[config.mk]
export PLATFORM = sky130hd
export DESIGN_NAME = lcd_link_rx
export DESIGN_NICKNAME = d
export VERILOG_FILES = /design/src/rtl/lcdl_pkg.sv /design/src/rtl/lcdl_sync.sv /design/src/rtl/lcdl_frame_rx.sv /design/src/rtl/lcdl_bus_seq.sv /design/src/rtl/lcd_link_rx.sv
export SDC_FILE = /design/constraint.sdc
export NUM_CORES = 1
export LEC_CHECK = 0
export BUFFER_PORTS_ARGS = -buffer_cell sky130_fd_sc_hd__buf_4
export CAP_MARGIN = 0
export CORE_MARGIN = 4
export CORE_UTILIZATION = 61
export CTS_BUF_LIST = sky130_fd_sc_hd__clkbuf_8
export DETAILED_ROUTE_END_ITERATION = 10
export PLACE_DENSITY = 0.86
export SLEW_MARGIN = 20
export SYNTH_ARGS = -nofsm -noshare
export SYNTH_HDL_FRONTEND = slang
export SYNTH_SLANG_ARGS = --single-unit
[constraint.sdc]
create_clock -name clk -period 2.28 [get_ports clk]
set_input_delay 0 -clock clk [delete_from_list [all_inputs] [get_ports clk]]
set_output_delay 0 -clock clk [all_outputs]
set_load 0.01 [all_outputs]
[src/rtl/lcdl_pkg.sv]
package lcdl_pkg;

    localparam int DATA_W  = 8;
    localparam int FRAME_W = DATA_W + 3;          // spare, rs, rw, data
    localparam int WIRE_W  = FRAME_W + 1;         // plus parity
    localparam int CNT_W   = $clog2(WIRE_W);

    typedef struct packed {
        logic              spare;
        logic              rs;
        logic              rw;
        logic [DATA_W-1:0] data;
    } frame_t;

    typedef enum logic [1:0] {
        BUS_IDLE,
        BUS_SETUP,
        BUS_PULSE,
        BUS_HOLD
    } bus_st_e;

    // Even parity over payload and parity bit together
    function automatic logic even_ok(input frame_t f, input logic p);
        return ~(^{f, p});
    endfunction

endpackage

[src/rtl/lcdl_sync.sv]
module lcdl_sync (
    input  logic clk,
    input  logic rst,
    input  logic ser_clk,
    input  logic ser_dat,
    output logic bit_rise,
    output logic bit_val
);
    logic [2:0] ck_q;
    logic [1:0] dt_q;

    always_ff @(posedge clk) begin
        if (rst) begin
            ck_q <= '0;
            dt_q <= '0;
        end else begin
            ck_q <= {ck_q[1:0], ser_clk};
            dt_q <= {dt_q[0], ser_dat};
        end
    end

    // data stage aligned with the clock stage that flags the edge
    assign bit_rise = ck_q[1] & ~ck_q[2];
    assign bit_val  = dt_q[1];
endmodule

[src/rtl/lcdl_frame_rx.sv]
module lcdl_frame_rx
    import lcdl_pkg::*;
#(
    parameter int IDLE_LIM = 64
) (
    input  logic   clk,
    input  logic   rst,
    input  logic   bit_rise,
    input  logic   bit_val,
    output logic   frame_done,
    output frame_t frame_q,
    output logic   par_ok,
    output logic   resp_oe,
    output logic   resp_dat
);
    localparam int IW = $clog2(IDLE_LIM + 1);

    logic [FRAME_W-1:0] sh_q;
    logic [CNT_W-1:0]   cnt_q;
    logic [IW-1:0]      idle_q;
    logic               ack_pend;

    always_ff @(posedge clk) begin
        if (rst) begin
            sh_q       <= '0;
            cnt_q      <= '0;
            idle_q     <= '0;
            ack_pend   <= 1'b0;
            frame_done <= 1'b0;
            frame_q    <= '0;
            par_ok     <= 1'b0;
            resp_dat   <= 1'b0;
        end else begin
            frame_done <= 1'b0;
            if (bit_rise) begin
                idle_q <= '0;
                if (ack_pend) begin
                    ack_pend <= 1'b0;          // response slot consumed
                end else if (cnt_q == CNT_W'(WIRE_W - 1)) begin
                    frame_q    <= frame_t'(sh_q);
                    par_ok     <= even_ok(frame_t'(sh_q), bit_val);
                    resp_dat   <= even_ok(frame_t'(sh_q), bit_val);
                    frame_done <= 1'b1;
                    ack_pend   <= 1'b1;
                    cnt_q      <= '0;
                end else begin
                    sh_q  <= {sh_q[FRAME_W-2:0], bit_val};
                    cnt_q <= cnt_q + 1'b1;
                end
            end else if (idle_q == IW'(IDLE_LIM)) begin
                cnt_q    <= '0;
                ack_pend <= 1'b0;
            end else begin
                idle_q <= idle_q + 1'b1;
            end
        end
    end

    assign resp_oe = ack_pend;
endmodule

[src/rtl/lcdl_bus_seq.sv]
module lcdl_bus_seq
    import lcdl_pkg::*;
#(
    parameter int SETUP_CYC = 3,
    parameter int EN_CYC    = 12,
    parameter int HOLD_CYC  = 2
) (
    input  logic              clk,
    input  logic              rst,
    input  logic              start,
    input  frame_t            frm,
    output logic              lcd_rs,
    output logic              lcd_rw,
    output logic [DATA_W-1:0] lcd_db,
    output logic              lcd_db_oe,
    output logic              lcd_en
);
    localparam int MAXC = (SETUP_CYC > EN_CYC)
                        ? ((SETUP_CYC > HOLD_CYC) ? SETUP_CYC : HOLD_CYC)
                        : ((EN_CYC > HOLD_CYC) ? EN_CYC : HOLD_CYC);
    localparam int TW = $clog2(MAXC + 1);

    bus_st_e       st_q;
    logic [TW-1:0] tcnt_q;

    always_ff @(posedge clk) begin
        if (rst) begin
            st_q      <= BUS_IDLE;
            tcnt_q    <= '0;
            lcd_rs    <= 1'b0;
            lcd_rw    <= 1'b0;
            lcd_db    <= '0;
            lcd_db_oe <= 1'b0;
            lcd_en    <= 1'b0;
        end else begin
            case (st_q)
                BUS_IDLE: if (start) begin
                    lcd_rs    <= frm.rs;
                    lcd_rw    <= frm.rw;
                    lcd_db    <= frm.data;
                    lcd_db_oe <= ~frm.rw;
                    tcnt_q    <= '0;
                    st_q      <= BUS_SETUP;
                end
                BUS_SETUP: if (tcnt_q == TW'(SETUP_CYC - 1)) begin
                    lcd_en <= 1'b1;
                    tcnt_q <= '0;
                    st_q   <= BUS_PULSE;
                end else begin
                    tcnt_q <= tcnt_q + 1'b1;
                end
                BUS_PULSE: if (tcnt_q == TW'(EN_CYC - 1)) begin
                    lcd_en <= 1'b0;
                    tcnt_q <= '0;
                    st_q   <= BUS_HOLD;
                end else begin
                    tcnt_q <= tcnt_q + 1'b1;
                end
                BUS_HOLD: if (tcnt_q == TW'(HOLD_CYC - 1)) begin
                    tcnt_q <= '0;
                    st_q   <= BUS_IDLE;
                end else begin
                    tcnt_q <= tcnt_q + 1'b1;
                end
                default: st_q <= BUS_IDLE;
            endcase
        end
    end
endmodule

[src/rtl/lcd_link_rx.sv]
module lcd_link_rx
    import lcdl_pkg::*;
#(
    parameter int SETUP_CYC = 3,
    parameter int EN_CYC    = 12,
    parameter int HOLD_CYC  = 2,
    parameter int IDLE_LIM  = 64
) (
    input  logic              clk,
    input  logic              rst,
    input  logic              ser_clk,
    input  logic              ser_dat,
    output logic              resp_oe,
    output logic              resp_dat,
    output logic              lcd_rs,
    output logic              lcd_rw,
    output logic [DATA_W-1:0] lcd_db,
    output logic              lcd_db_oe,
    output logic              lcd_en,
    output logic              err_led
);
    logic   bit_rise;
    logic   bit_val;
    logic   frm_done;
    logic   frm_ok;
    frame_t frm;

    lcdl_sync u_sync (
        .clk      (clk),
        .rst      (rst),
        .ser_clk  (ser_clk),
        .ser_dat  (ser_dat),
        .bit_rise (bit_rise),
        .bit_val  (bit_val)
    );

    lcdl_frame_rx #(.IDLE_LIM(IDLE_LIM)) u_rx (
        .clk        (clk),
        .rst        (rst),
        .bit_rise   (bit_rise),
        .bit_val    (bit_val),
        .frame_done (frm_done),
        .frame_q    (frm),
        .par_ok     (frm_ok),
        .resp_oe    (resp_oe),
        .resp_dat   (resp_dat)
    );

    lcdl_bus_seq #(
        .SETUP_CYC (SETUP_CYC),
        .EN_CYC    (EN_CYC),
        .HOLD_CYC  (HOLD_CYC)
    ) u_seq (
        .clk       (clk),
        .rst       (rst),
        .start     (frm_done & frm_ok),
        .frm       (frm),
        .lcd_rs    (lcd_rs),
        .lcd_rw    (lcd_rw),
        .lcd_db    (lcd_db),
        .lcd_db_oe (lcd_db_oe),
        .lcd_en    (lcd_en)
    );

    always_ff @(posedge clk) begin
        if (rst)           err_led <= 1'b0;
        else if (frm_done) err_led <= ~frm_ok;
    end
endmodule

After elaboration in Yosys (flattened, before gate mapping) --
Index checks and enable logic that the tools add are counted.
Operators by class: reductions and logical operators 12, bitwise logic cells 9, eq/ne operators 13, muxes and demuxes 21, add/subtract/negate cells 3
Operators by type and width (count):
- two-way mux 4 bit | 8
- one-hot mux 4 bit (4 select lines) | 1
- XOR reduction 12 bit | 1
- AND reduction 3 bit | 3
- adder 4 x 1 -> 4 bit (second input constant) | 2
- == test 4 bit (second input constant) | 2
- two-way mux 2 bit | 4
- != test 2 x 1 -> 1 bit (second input constant) | 4
- one-hot mux 2 bit (4 select lines) | 1
- adder 7 x 1 -> 7 bit (second input constant) | 1
- == test 7 bit (second input constant) | 1
- inverter 1 bit | 7
- two-way mux 1 bit | 6
- == test 2 bit (second input constant) | 2
- == test 4 x 1 -> 1 bit (second input constant) | 1
- == test 4 x 2 -> 1 bit (second input constant) | 1
- AND reduction 2 bit | 2
- AND reduction 4 bit | 1
- nonzero test 2 bit | 2
- OR reduction 2 bit | 2
- bitwise AND 1 bit | 2
- == test 2 x 1 -> 1 bit (second input constant) | 1
- logical NOT 2 bit | 1
- != test 2 bit (second input constant) | 1
- one-hot mux 1 bit (2 select lines) | 1
Storage, ports and cells: register bits after elaboration 59, input bits 4, output and inout port bits 15

Longest topological paths before layout --
Gate-level depths: netlist (run 1).
word-level depth 4, depth in mapped cells 7, gate-level depth less buffers 7

Modules after synthesis --
From an unflattened synthesis (run 1), not the netlist that was laid out.
Second synthesis, totals: cells, all modules 271, area, all modules 2592.5 um2
By module, submodules not included:
- lcdl_frame_rx | seq. area each 720.7 um2, area each 1508.9 um2, cells an instance 148, times used 1
- lcdl_bus_seq | seq. area each 360.3 um2, area each 903.4 um2, cells an instance 108, times used 1
- lcdl_sync | seq. area each 100.1 um2, area each 137.6 um2, cells an instance 11, times used 1
- lcd_link_rx | seq. area each 20.0 um2, area each 42.5 um2, cells an instance 4, times used 1

Worst setup path before layout (run 1) --
OpenSTA, ideal clock, no wires.
kind reg2reg, start point register u_seq.tcnt_q[0], end point register u_seq.st_q[1], period minus slack after synthesis 1.625 ns, path buffers 0, data arrival time 1.497 ns, cell stages (with the launch flop) 8, slack 0.655 ns, library setup time 0.128 ns, cell sequence dfxtp_1 > inv_1 > ha_1 > nor4b_1 > a311o_2 > and3_1 > mux2i_1 > nor2_1
On the way: longest elaborated chain between the ends 3
Ends and longest elaborated chain:
- start: declaration | RTL line lcdl_bus_seq.sv:24 | logic [TW-1:0] tcnt_q;
- start signal: assignment | RTL line lcdl_bus_seq.sv:50 | tcnt_q <= tcnt_q + 1'b1;
- start signal: assignment | RTL line lcdl_bus_seq.sv:57 | tcnt_q <= tcnt_q + 1'b1;
- start signal: assignment | RTL line lcdl_bus_seq.sv:63 | tcnt_q <= tcnt_q + 1'b1;
- == test 4 x 1 -> 1 bit (tied with other cells) | RTL line lcdl_bus_seq.sv:59 | BUS_HOLD: if (tcnt_q == TW'(HOLD_CYC - 1)) begin
- != test 2 x 1 -> 1 bit (no source line)
- AND reduction 4 bit (no source line) (*)
- end signal: assignment | RTL line lcdl_bus_seq.sv:55 | st_q <= BUS_HOLD;
- end signal: assignment | RTL line lcdl_bus_seq.sv:61 | st_q <= BUS_IDLE;
- end signal: assignment | RTL line lcdl_bus_seq.sv:65 | default: st_q <= BUS_IDLE;
- end: declaration | RTL line lcdl_bus_seq.sv:23 | bus_st_e st_q;
Mark *: on every way between the ends. The rest lies on a longest branch, timed or not. A chain may end at the register's enable or synchronous reset.

Final worst setup path (run 1) --
start point register u_seq.tcnt_q[0], end point register u_seq.tcnt_q[3]
On the way: longest elaborated chain between the ends 3
Ends and longest elaborated chain:
- adder 4 x 1 -> 4 bit (tied with other cells) | RTL line lcdl_bus_seq.sv:50, lcdl_bus_seq.sv:57, lcdl_bus_seq.sv:63
- two-way mux 4 bit, on equally long branches | RTL line lcdl_bus_seq.sv:59, lcdl_bus_seq.sv:45, lcdl_bus_seq.sv:52
- one-hot mux 4 bit (4 select lines) (*) | RTL line lcdl_bus_seq.sv:36 | case (st_q)
Marked as above.

==> impl_metrics.py, run 1 <==
metrics = {
    "routing": {
        "drt_iter0_markers": 92,
        "finalWirelength_um": 4490,
        "drt-wirelength-per-cell_um": 12.7,
        "first_pass_iters": 4,
        "final_antenna_net_count": 0,
        "via_count": 1859,
        "route.detailed.drc": 0,
        "vias_per_cell": 5.28,
    },
    "logic_synthesis": {
        "synth_common_cells": "dfxtp_1, nand2_1, nor2_1",
        "syn_inst": 276,
        "ys_types": 36,
        "synth_mux_area_frac": 0.0529,
        "ys_seq_elements": 59,
        "yosys_warnings": 0,
        "ys.flop_type": "dfxtp_1",
        "syn_avg_cell_area_um2": 8.92,
        "syn_nets": 290,
        "synthXorXnorAreaFrac": 0.0696,
        "synth_edf_count": 0,
        "yosys.area_share.adder": 0.0508,
        "netlist_area_um2": 2460,
        "synth.most_common_cell": "dfxtp_1",
        "synth_top_family_by_area": "simple AND/OR/NAND/NOR gates",
        "synth_top_area_share": 0.480,
        "synth_seq_area_share": 0.480,
        "synth-async-reset-ratio": 0,
        "synth-compound-area-share": 0.0971,
        "synth_area_leaders": "dfxtp_1, nand2_1, a21oi_1, mux2i_1, nor2_1",
        "synthSimpleGateAreaFrac": 0.219,
        "yosysTopAreaCell": "dfxtp_1",
    },
    "pwr": {
        "p_switching_mw": 0.565,
        "switching_share": 0.259,
        "p_leak_nw": 1.17,
        "ir_drop_v": 0.000425,
        "combPwrFrac": 0.122,
        "p_per_area_nw_per_um2": 773,
        "p_int_mw": 1.62,
        "p_clk_frac": 0.374,
        "p_seq_frac": 0.504,
    },
    "sta": {
        "fmax_mhz": 549,
        "rsz0062_at_grt": "false",
        "finalHoldViolations": 0,
        "skew_ps": 10.9,
        "drv_slew": 0,
        "period_minus_slack_ps": 1820,
        "slew_headroom": 0.669,
        "setup_tns_ps": 0,
        "finalCritPeriodShare": 0.799,
        "finalSetupViolCount": 0,
        "setup_ws_ps": 458,
        "tightest_slew_ps": 497,
    },
    "final_layout": {
        "nFillCells": 266,
        "diodes": 0,
        "multi_input_area_um2": 1200,
        "drive_gt1_frac": 0.132,
        "seqCellArea_um2": 1180,
        "syn_to_final_growth_pct": 14.8,
        "nets": 313,
    },
    "critical_path": {
        "crit_path_max_incr_delay_ps": 430,
        "crit_arrival_ps": 2090,
        "path_buf_inv": 1,
        "crit_family": "compound AO/OA/AOI/OAI gates",
        "critical_path.cell_chain": "inv_1 > ha_1 > nor4b_1 > a311o_2 > a21oi_2 > o21ai_0 > a21oi_1",
        "worstSetupStartpointType": "register",
        "cp_slowest_cell": "a311o_2",
        "crit_required_ps": 2540,
        "crit_path_end_kind": "register",
        "critPathMaxFanout": 6,
        "crit_type": "reg -> reg",
    },
    "floorplan": {
        "dieArea_um2": 5120,
        "die_w_um": 71.5,
        "start_util": 0.653,
        "boundaryPins": 19,
        "die_h_um": 71.5,
        "rows": 22,
        "core_area_um2": 3770,
    },
    "grt": {
        "grt_pass1_wl_um": 7880,
        "first_global_vias": 1791,
        "grt_usage": 0.197,
        "antenna_found_initial": 0,
        "grt_max_degree": 52,
        "gr-total-overflow": 0,
    },
    "cts": {
        "cts_buffers": 9,
        "tritoncts": "built",
        "clk_latency_ps": 340,
        "cts-root-buf": "clkbuf_8",
        "cts_resized": 0,
        "htree_num_levels": 3,
        "path_clk_slew_ps": 70,
        "cts_sinks": 59,
        "clockBufferDepth": 2,
    },
    "flow_run": {
        "drv_cap": 0,
    },
    "place": {
        "gp_congestion": 0.737,
        "hpwl_um": 3020,
        "portBuffers": 18,
        "post-place-ws_ps": 493,
    },
    "worst_hold_path": {
        "hold_class": "in -> reg",
    },
    "outcome": {
        "status": "complete, no violations",
    },
}
final cells by class:
class,instances,area share
Tap cell,48,0.0212
Multi-Input combinational cell,198,0.426
Clock inverter,5,0.00753
Clock buffer,11,0.0536
Sequential cell,59,0.418
Inverter,8,0.0106
Timing Repair Buffer,23,0.0629
metal layers:
layer / track usage / part of all wire / vias up
met4: 0.121 / 0.021 / 0
li1: - / - / 966
met3: 0.0477 / 0.041 / 10
met5: 0 / 0 / -
met1: 0.244 / 0.48 / 856
met2: 0.308 / 0.46 / 27
power groups by stage:
stage | Combinational, mW | Sequential (mW) | Clock [mW]
floorplan | 0.197 | 1.12 | 0
global placement | 0.249 | 1.12 | 0
detailed placement | 0.260 | 1.12 | 0
CTS | 0.267 | 1.10 | 0.830
global route | 0.302 | 1.11 | 0.877
finish | 0.267 | 1.10 | 0.818
worst register-to-register path, stage by stage (launching register included):
cell,delay (ps)
dfxtp_1,400
inv_1,90
ha_1,210
nor4b_1,140
a311o_2,430
a21oi_2,220
o21ai_0,130
a21oi_1,140
sequential cells by signal, indices dropped and copies added (netlist names), 2 cells and up:
register      count
u_seq.lcd_db      8
u_rx.idle_q       7
u_sync.ck_q       3
u_rx.sh_q        11
u_seq.st_q        2
u_seq.tcnt_q      4
u_rx.cnt_q        4
u_sync.dt_q       2
u_rx.frame_q     10
per-stage QoR:
step	hold WS (ps)	power [mW]	area [um^2]	util	cells
after floorplan	128	1.32	2460	-	276
after global placement	215	1.37	2630	0.698	334
after detailed placement	220	1.38	2630	0.698	334
after CTS	97.5	2.20	2830	0.750	352
after global routing	131	2.29	2830	0.750	352
final	102	2.19	2830	0.750	352
worst paths after layout:
path | endpoint | start | slack [ps] | cells past startpoint
worst max-delay path | u_seq.tcnt_q[3] | u_seq.tcnt_q[0] | 460 | 7
worst min-delay path | u_seq.st_q[1] | rst | 100 | 2
worst max register to register | u_seq.tcnt_q[3] | u_seq.tcnt_q[0] | 460 | 7
worst min register to register | u_sync.dt_q[1] | u_sync.dt_q[0] | 440 | 1
cells by family after synthesis:
| logic type | Yosys count |
|---|---|
| mux | 13 |
| compound gates | 41 |
| fa+ha+maj | 10 |
| flops | 59 |
| simple gates | 116 |
| buf+inv | 19 |
| xor+xnor | 18 |
repair_timing:
action	4_1_cts	5_1_grt
endpoints found under the hold margin	2	0
hold buffers	2	0
setup buffers	0	0
layout by cell type (no fill, tap or decap), types with 5 or more instances in the layout:
cell / n
buf_4: 21
nand2_1: 50
nor2b_1: 6
a21oi_1: 26
xnor2_1: 12
clkbuf_8: 11
dfxtp_1: 59
xor2_1: 5
mux2i_1: 13
nand3_1: 8
inv_1: 11
ha_1: 10
nor2_1: 34
(Power assumes the default switching activity.)
==> inputs of run 2 (changes only) <==
Settings changed: CORE_UTILIZATION 61 to 55, PLACE_DENSITY 0.86 to 0.82.
Clock period 2.28 ns to 1.6 ns, I/O delays scaled along.
==> run 2 against run 1 <==
Against the previous run: the flow now finishes with violations (setup timing); global-route usage increased by 2.1 points; register-to-register slack lost 560 ps; first-iteration DRC count grew 38%; clock power grew 100%; final area increased by 13%; setup slack lost 560 ps; sequential share of layout area fell by 4.3 points; count of clock-buffer cells in the layout down 1; fmax is 7.3% higher; clock skew decreased by 2.7 ps.
==> impl_metrics.py, run 2 (same netlist as run 1, synthesis figures left out) <==
metrics = {
    "place": {
        "dpl-instance-area_um2": 2720,
        "post-place-ws_ps": -105,
        "hpwl_um": 3190,
        "gp_congestion": 0.820,
        "portBuffers": 18,
    },
    "sta": {
        "drv_slew": 0,
        "setup_ws_ps": -99.1,
        "slew_headroom": 0.760,
        "setup_tns_ps": -127,
        "tightest_slew_ps": 359,
        "period_minus_slack_ps": 1700,
        "rsz0062_at_grt": "true",
        "skew_ps": 8.13,
        "fmax_mhz": 589,
        "finalSetupViolCount": 5,
        "finalHoldViolations": 0,
        "finalCritPeriodShare": 1.06,
    },
    "routing": {
        "vias_per_cell": 5.40,
        "drt_iter0_markers": 127,
        "met3_length_um": 235,
        "first_pass_iters": 4,
        "drt-wirelength-per-cell_um": 14.7,
        "via_count": 2043,
        "route.detailed.drc": 0,
        "finalWirelength_um": 5540,
        "final_antenna_net_count": 0,
        "m1WireLength_um": 2440,
        "highest_layer": "met4",
        "wl_met2_um": 2730,
    },
    "floorplan": {
        "start_util": 0.565,
        "rows": 24,
        "boundaryPins": 19,
        "die_h_um": 74.9,
        "dieArea_um2": 5610,
        "die_w_um": 74.9,
        "core_area_um2": 4350,
    },
    "final_layout": {
        "largest_register_ffs": 11,
        "final_common_cell": "dfxtp_1",
        "top_regs": "u_rx.sh_q: 11 flops, u_rx.frame_q: 10 flops, u_seq.lcd_db: 8 flops",
        "finalInstanceArea_um2": 3190,
        "nets": 335,
        "top_register": "u_rx.sh_q",
        "diodes": 0,
        "drive_gt1_frac": 0.252,
        "nFillCells": 295,
        "final_cell_mix": "dfxtp_1, nand2_1, buf_4",
        "syn_to_final_growth_pct": 29.6,
    },
    "cts": {
        "htree_num_levels": 3,
        "cts-root-buf": "clkbuf_8",
        "path_clk_slew_ps": 70,
        "clk_latency_ps": 340,
        "clockBufferDepth": 2,
        "tritoncts": "built",
        "cts_buffers": 9,
        "cts_sinks": 59,
    },
    "critical_path": {
        "worstSetupStartpointType": "register",
        "crit_path_max_incr_delay_ps": 450,
        "crit_arrival_ps": 1950,
        "critPathMaxFanout": 5,
        "crit_required_ps": 1850,
        "cp_slowest_cell": "a311o_2",
        "r2r-start": "u_seq.st_q[1]",
        "r2r-end": "u_seq.tcnt_q[2]",
        "path_buf_inv": 1,
        "critical_path.cell_chain": "inv_4 > ha_4 > nor2_2 > a311o_2 > a21oi_4 > nand3b_1 > a31oi_1",
        "crit_path_end_kind": "register",
        "r2r.worst_path.cells": 7,
        "reg2reg_slack_ps": -100,
        "crit_family": "compound AO/OA/AOI/OAI gates",
        "crit_type": "reg -> reg",
    },
    "grt": {
        "first_global_vias": 2016,
        "grt_pass1_wl_um": 9160,
        "grt_usage": 0.218,
        "antenna_found_initial": 0,
        "grt_max_degree": 36,
        "gr-total-overflow": 0,
    },
    "worst_hold_path": {
        "hold_class": "in -> reg",
        "hp-start": "ser_dat",
        "hold_depth": 3,
        "min_to": "u_sync.dt_q[0]",
    },
    "flow_run": {
        "drv_cap": 0,
    },
    "pwr": {
        "ir_drop_v": 0.000569,
        "p_per_area_nw_per_um2": 1230,
        "p_total_mw": 3.92,
        "p_leak_nw": 1.31,
    },
    "outcome": {
        "status": "finished with violations",
        "violations": "setup timing",
    },
}
## run 2: worst max-delay path by stage
stage | from | to | slack (ps) | cells after the start
after global routing | u_seq.st_q[1] | u_seq.tcnt_q[2] | -170 | 7
after detailed placement | u_seq.st_q[0] | u_seq.st_q[0] | -110 | 7
final | u_seq.st_q[1] | u_seq.tcnt_q[2] | -100 | 7
after CTS | u_seq.tcnt_q[1] | u_seq.tcnt_q[2] | -20 | 6
after floorplan | u_seq.st_q[0] | u_seq.st_q[1] | 5 | 7
after global placement | u_seq.st_q[0] | u_seq.st_q[1] | 10 | 7
## run 2: stage by stage
stage,util,instances,hold WS [ps]
6_report,0.732,378,415
5_1_grt,0.732,378,413
4_1_cts,0.714,372,416
3_5_place_dp,0.625,349,220
3_3_place_gp,0.625,349,215
2_1_floorplan,-,276,128
## run 2: layout make-up
cell class                      instances  area (um^2)  share of cell area
Clock buffer                           10          138              0.0432
Tap cell                               52         65.1              0.0204
Inverter                                8         35.0              0.0110
Timing Repair Buffer                   45          348               0.109
Clock inverter                          6          104              0.0326
Multi-Input combinational cell        198         1300               0.409
Sequential cell                        59         1200               0.375
## run 2: power breakdown
group	total (mW)	switching [mW]	internal [mW]
Combinational	0.666	0.312	0.354
Sequential	1.61	0.0718	1.53
Clock	1.64	0.579	1.07
Total	3.92	0.963	2.95
## run 2: metal layers
layer,global-route usage,up-vias
met4,0.128,0
met2,0.362,45
met5,0,-
met3,0.0494,15
li1,-,1009
met1,0.257,974
## run 2: timing repair
item | CTS | global route
setup buffers | 3 | 6
hold endpoints to repair | 14 | 0
endpoints found under the setup margin | 7 | 27
pin swaps | 9 | 8
hold buffers | 4 | 0
gates resized for setup | 23 | 8
## run 2: worst register-to-register path, cell delays in order, from the launching register on
cell      delay [ps]
dfxtp_4          370
inv_4             70
ha_4             150
nor2_2            40
a311o_2          450
a21oi_4          210
nand3b_1         120
a31oi_1          200
==> inputs of run 3 (changes only) <==
Settings changed: SETUP_SLACK_MARGIN set to 0.4.
==> run 3 against run 2 <==
Against the previous run: the flow still finishes with violations (setup timing); sequential power about the same; power grew 1.5%; routed wire length grew 43%; global-route usage up 1.8 points; core utilization grew 9.4 points; critical path type unchanged; critical endpoint is now u_seq.tcnt_q[1]; largest power group is now sequential cells.
==> impl_metrics.py, run 3 (same netlist as run 1, synthesis figures left out) <==
metrics = {
    "grt": {
        "antenna_found_initial": 0,
        "grt_max_degree": 45,
        "first_global_vias": 2092,
        "grt_usage": 0.236,
        "gr-total-overflow": 0,
        "grt_pass1_wl_um": 9870,
    },
    "final_layout": {
        "final_cell_mix": "dfxtp_1, buf_4, nand2_1",
        "nFillCells": 201,
        "largest_register_ffs": 11,
        "drive_gt1_frac": 0.447,
        "nets": 347,
        "syn_to_final_growth_pct": 46.3,
        "top_regs": "u_rx.sh_q: 11 flops, u_rx.frame_q: 10 flops, u_seq.lcd_db: 8 flops",
        "final_common_cell": "dfxtp_1",
        "diodes": 0,
        "top_register": "u_rx.sh_q",
    },
    "routing": {
        "first_pass_iters": 5,
        "finalWirelength_um": 7920,
        "via_count": 2392,
        "drt_iter0_markers": 305,
        "route.detailed.drc": 0,
        "final_antenna_net_count": 0,
        "vias_per_cell": 6.13,
        "drt-wirelength-per-cell_um": 20.3,
    },
    "critical_path": {
        "crit_path_max_incr_delay_ps": 420,
        "crit_family": "compound AO/OA/AOI/OAI gates",
        "crit_required_ps": 1820,
        "crit_type": "reg -> reg",
        "worstSetupStartpointType": "register",
        "path_buf_inv": 1,
        "critPathMaxFanout": 4,
        "cp_slowest_cell": "a311o_2",
        "crit_path_end_kind": "register",
        "crit_arrival_ps": 1970,
        "critical_path.cell_chain": "buf_4 > ha_4 > a311o_2 > nor2_1 > nor3_2 > a211oi_1",
    },
    "place": {
        "hpwl_um": 3130,
        "gp_congestion": 0.792,
        "portBuffers": 18,
    },
    "sta": {
        "finalCritPeriodShare": 1.09,
        "tightest_slew_ps": 454,
        "slew_headroom": 0.697,
        "period_minus_slack_ps": 1750,
        "finalHoldViolations": 0,
        "drv_slew": 0,
        "skew_ps": 14.2,
        "setup_ws_ps": -148,
        "finalSetupViolCount": 5,
        "setup_tns_ps": -384,
        "holdWs_ps": 62.8,
        "fmax_mhz": 572,
        "rsz0062_at_grt": "true",
    },
    "outcome": {
        "status": "finished with violations",
        "violations": "setup timing",
    },
    "floorplan": {
        "rows": 24,
        "die_w_um": 74.9,
        "boundaryPins": 19,
        "dieArea_um2": 5610,
        "die_h_um": 74.9,
        "core_area_um2": 4350,
        "start_util": 0.565,
    },
    "cts": {
        "clk_latency_ps": 340,
        "path_clk_slew_ps": 80,
        "tritoncts": "built",
        "cts-root-buf": "clkbuf_8",
        "cts_sinks": 59,
        "cts_buffers": 9,
        "clockBufferDepth": 2,
        "htree_num_levels": 3,
    },
    "worst_hold_path": {
        "hold_class": "in -> reg",
    },
    "pwr": {
        "ir_drop_v": 0.000773,
        "p_leak_nw": 1.42,
        "p_per_area_nw_per_um2": 1100,
    },
    "flow_run": {
        "drv_cap": 0,
    },
}
==> run 3: changes by cell type in the layout (fill, tap and decap cells not counted), moves of 4 or more <==
| cell | change |
|---|---|
| nand2_2 | +15 |
| a21oi_2 | +4 |
| a21oi_1 | -4 |
| ha_1 | -4 |
| nand2_1 | -17 |
| dfxtp_2 | +8 |
| dfxtp_1 | -10 |
| buf_6 | +5 |
==> run 3: worst register-to-register path, stage by stage (launching register included) <==
cell and delay [ps]:
dfxtp_2 340, buf_4 150, ha_4 170, a311o_2 420, nor2_1 190, nor3_2 80, a211oi_1 270
==> run 3: cell type report <==
cell class	count	area [um^2]	share of cell area
clock buffer	11	151	0.0421
clock inverter	5	75.1	0.0209
multi-input combinational	200	1580	0.440
inverter	8	40.0	0.0111
tap	52	65.1	0.0181
sequential	59	1210	0.337
timing repair buffer	55	472	0.131
==> run 3: power by group <==
| group | switching, mW | internal [mW] | leakage, nW | total (mW) |
|---|---|---|---|---|
| Sequential | 0.0841 | 1.53 | 0.486 | 1.61 |
| Combinational | 0.385 | 0.411 | 0.820 | 0.796 |
| Clock | 0.615 | 0.954 | 0.119 | 1.57 |
| Total | 1.08 | 2.89 | 1.42 | 3.98 |
==> run 3: timing repair <==
action | in CTS | in global routing
endpoints found under the setup margin | 52 | 52
endpoints found under the hold margin | 6 | 0
hold buffers | 5 | 0
pin swaps | 19 | 19
gates cloned | 1 | 3
setup buffers | 12 | 12
resized for setup | 47 | 45
==> run 3: path summary, 6_finish.rpt <==
kind | slack [ps] | cells past startpoint | endpoint | from
worst max-delay path | -150 | 6 | u_seq.tcnt_q[1] | u_seq.tcnt_q[0]
worst min-delay path | 60 | 3 | u_rx.idle_q[0] | rst
worst max register to register | -150 | 6 | u_seq.tcnt_q[1] | u_seq.tcnt_q[0]
worst min register to register | 440 | 1 | u_sync.ck_q[1] | u_sync.ck_q[0]
==> run 3: metrics by stage <==
| step | utilization | power [mW] | cells | setup slack, ps | instance area (um^2) |
|---|---|---|---|---|---|
| floorplan | - | 1.91 | 276 | 68.7 | 2540 |
| global placement | 0.626 | 2.00 | 341 | -17.4 | 2730 |
| detailed placement | 0.626 | 2.02 | 341 | -50.9 | 2730 |
| CTS | 0.759 | 3.68 | 375 | 26.8 | 3300 |
| global route | 0.827 | 4.09 | 390 | -148 | 3600 |
| finish | 0.827 | 3.98 | 390 | -148 | 3600 |
==> run 3: per-layer routing <==
layer / up-vias / routed length [um] / GRT usage
li1: 1040 / - / -
met1: 1157 / 3050 / 0.276
met2: 155 / 3970 / 0.400
met3: 40 / 589 / 0.0587
met4: 0 / 313 / 0.117
met5: - / 0 / 0
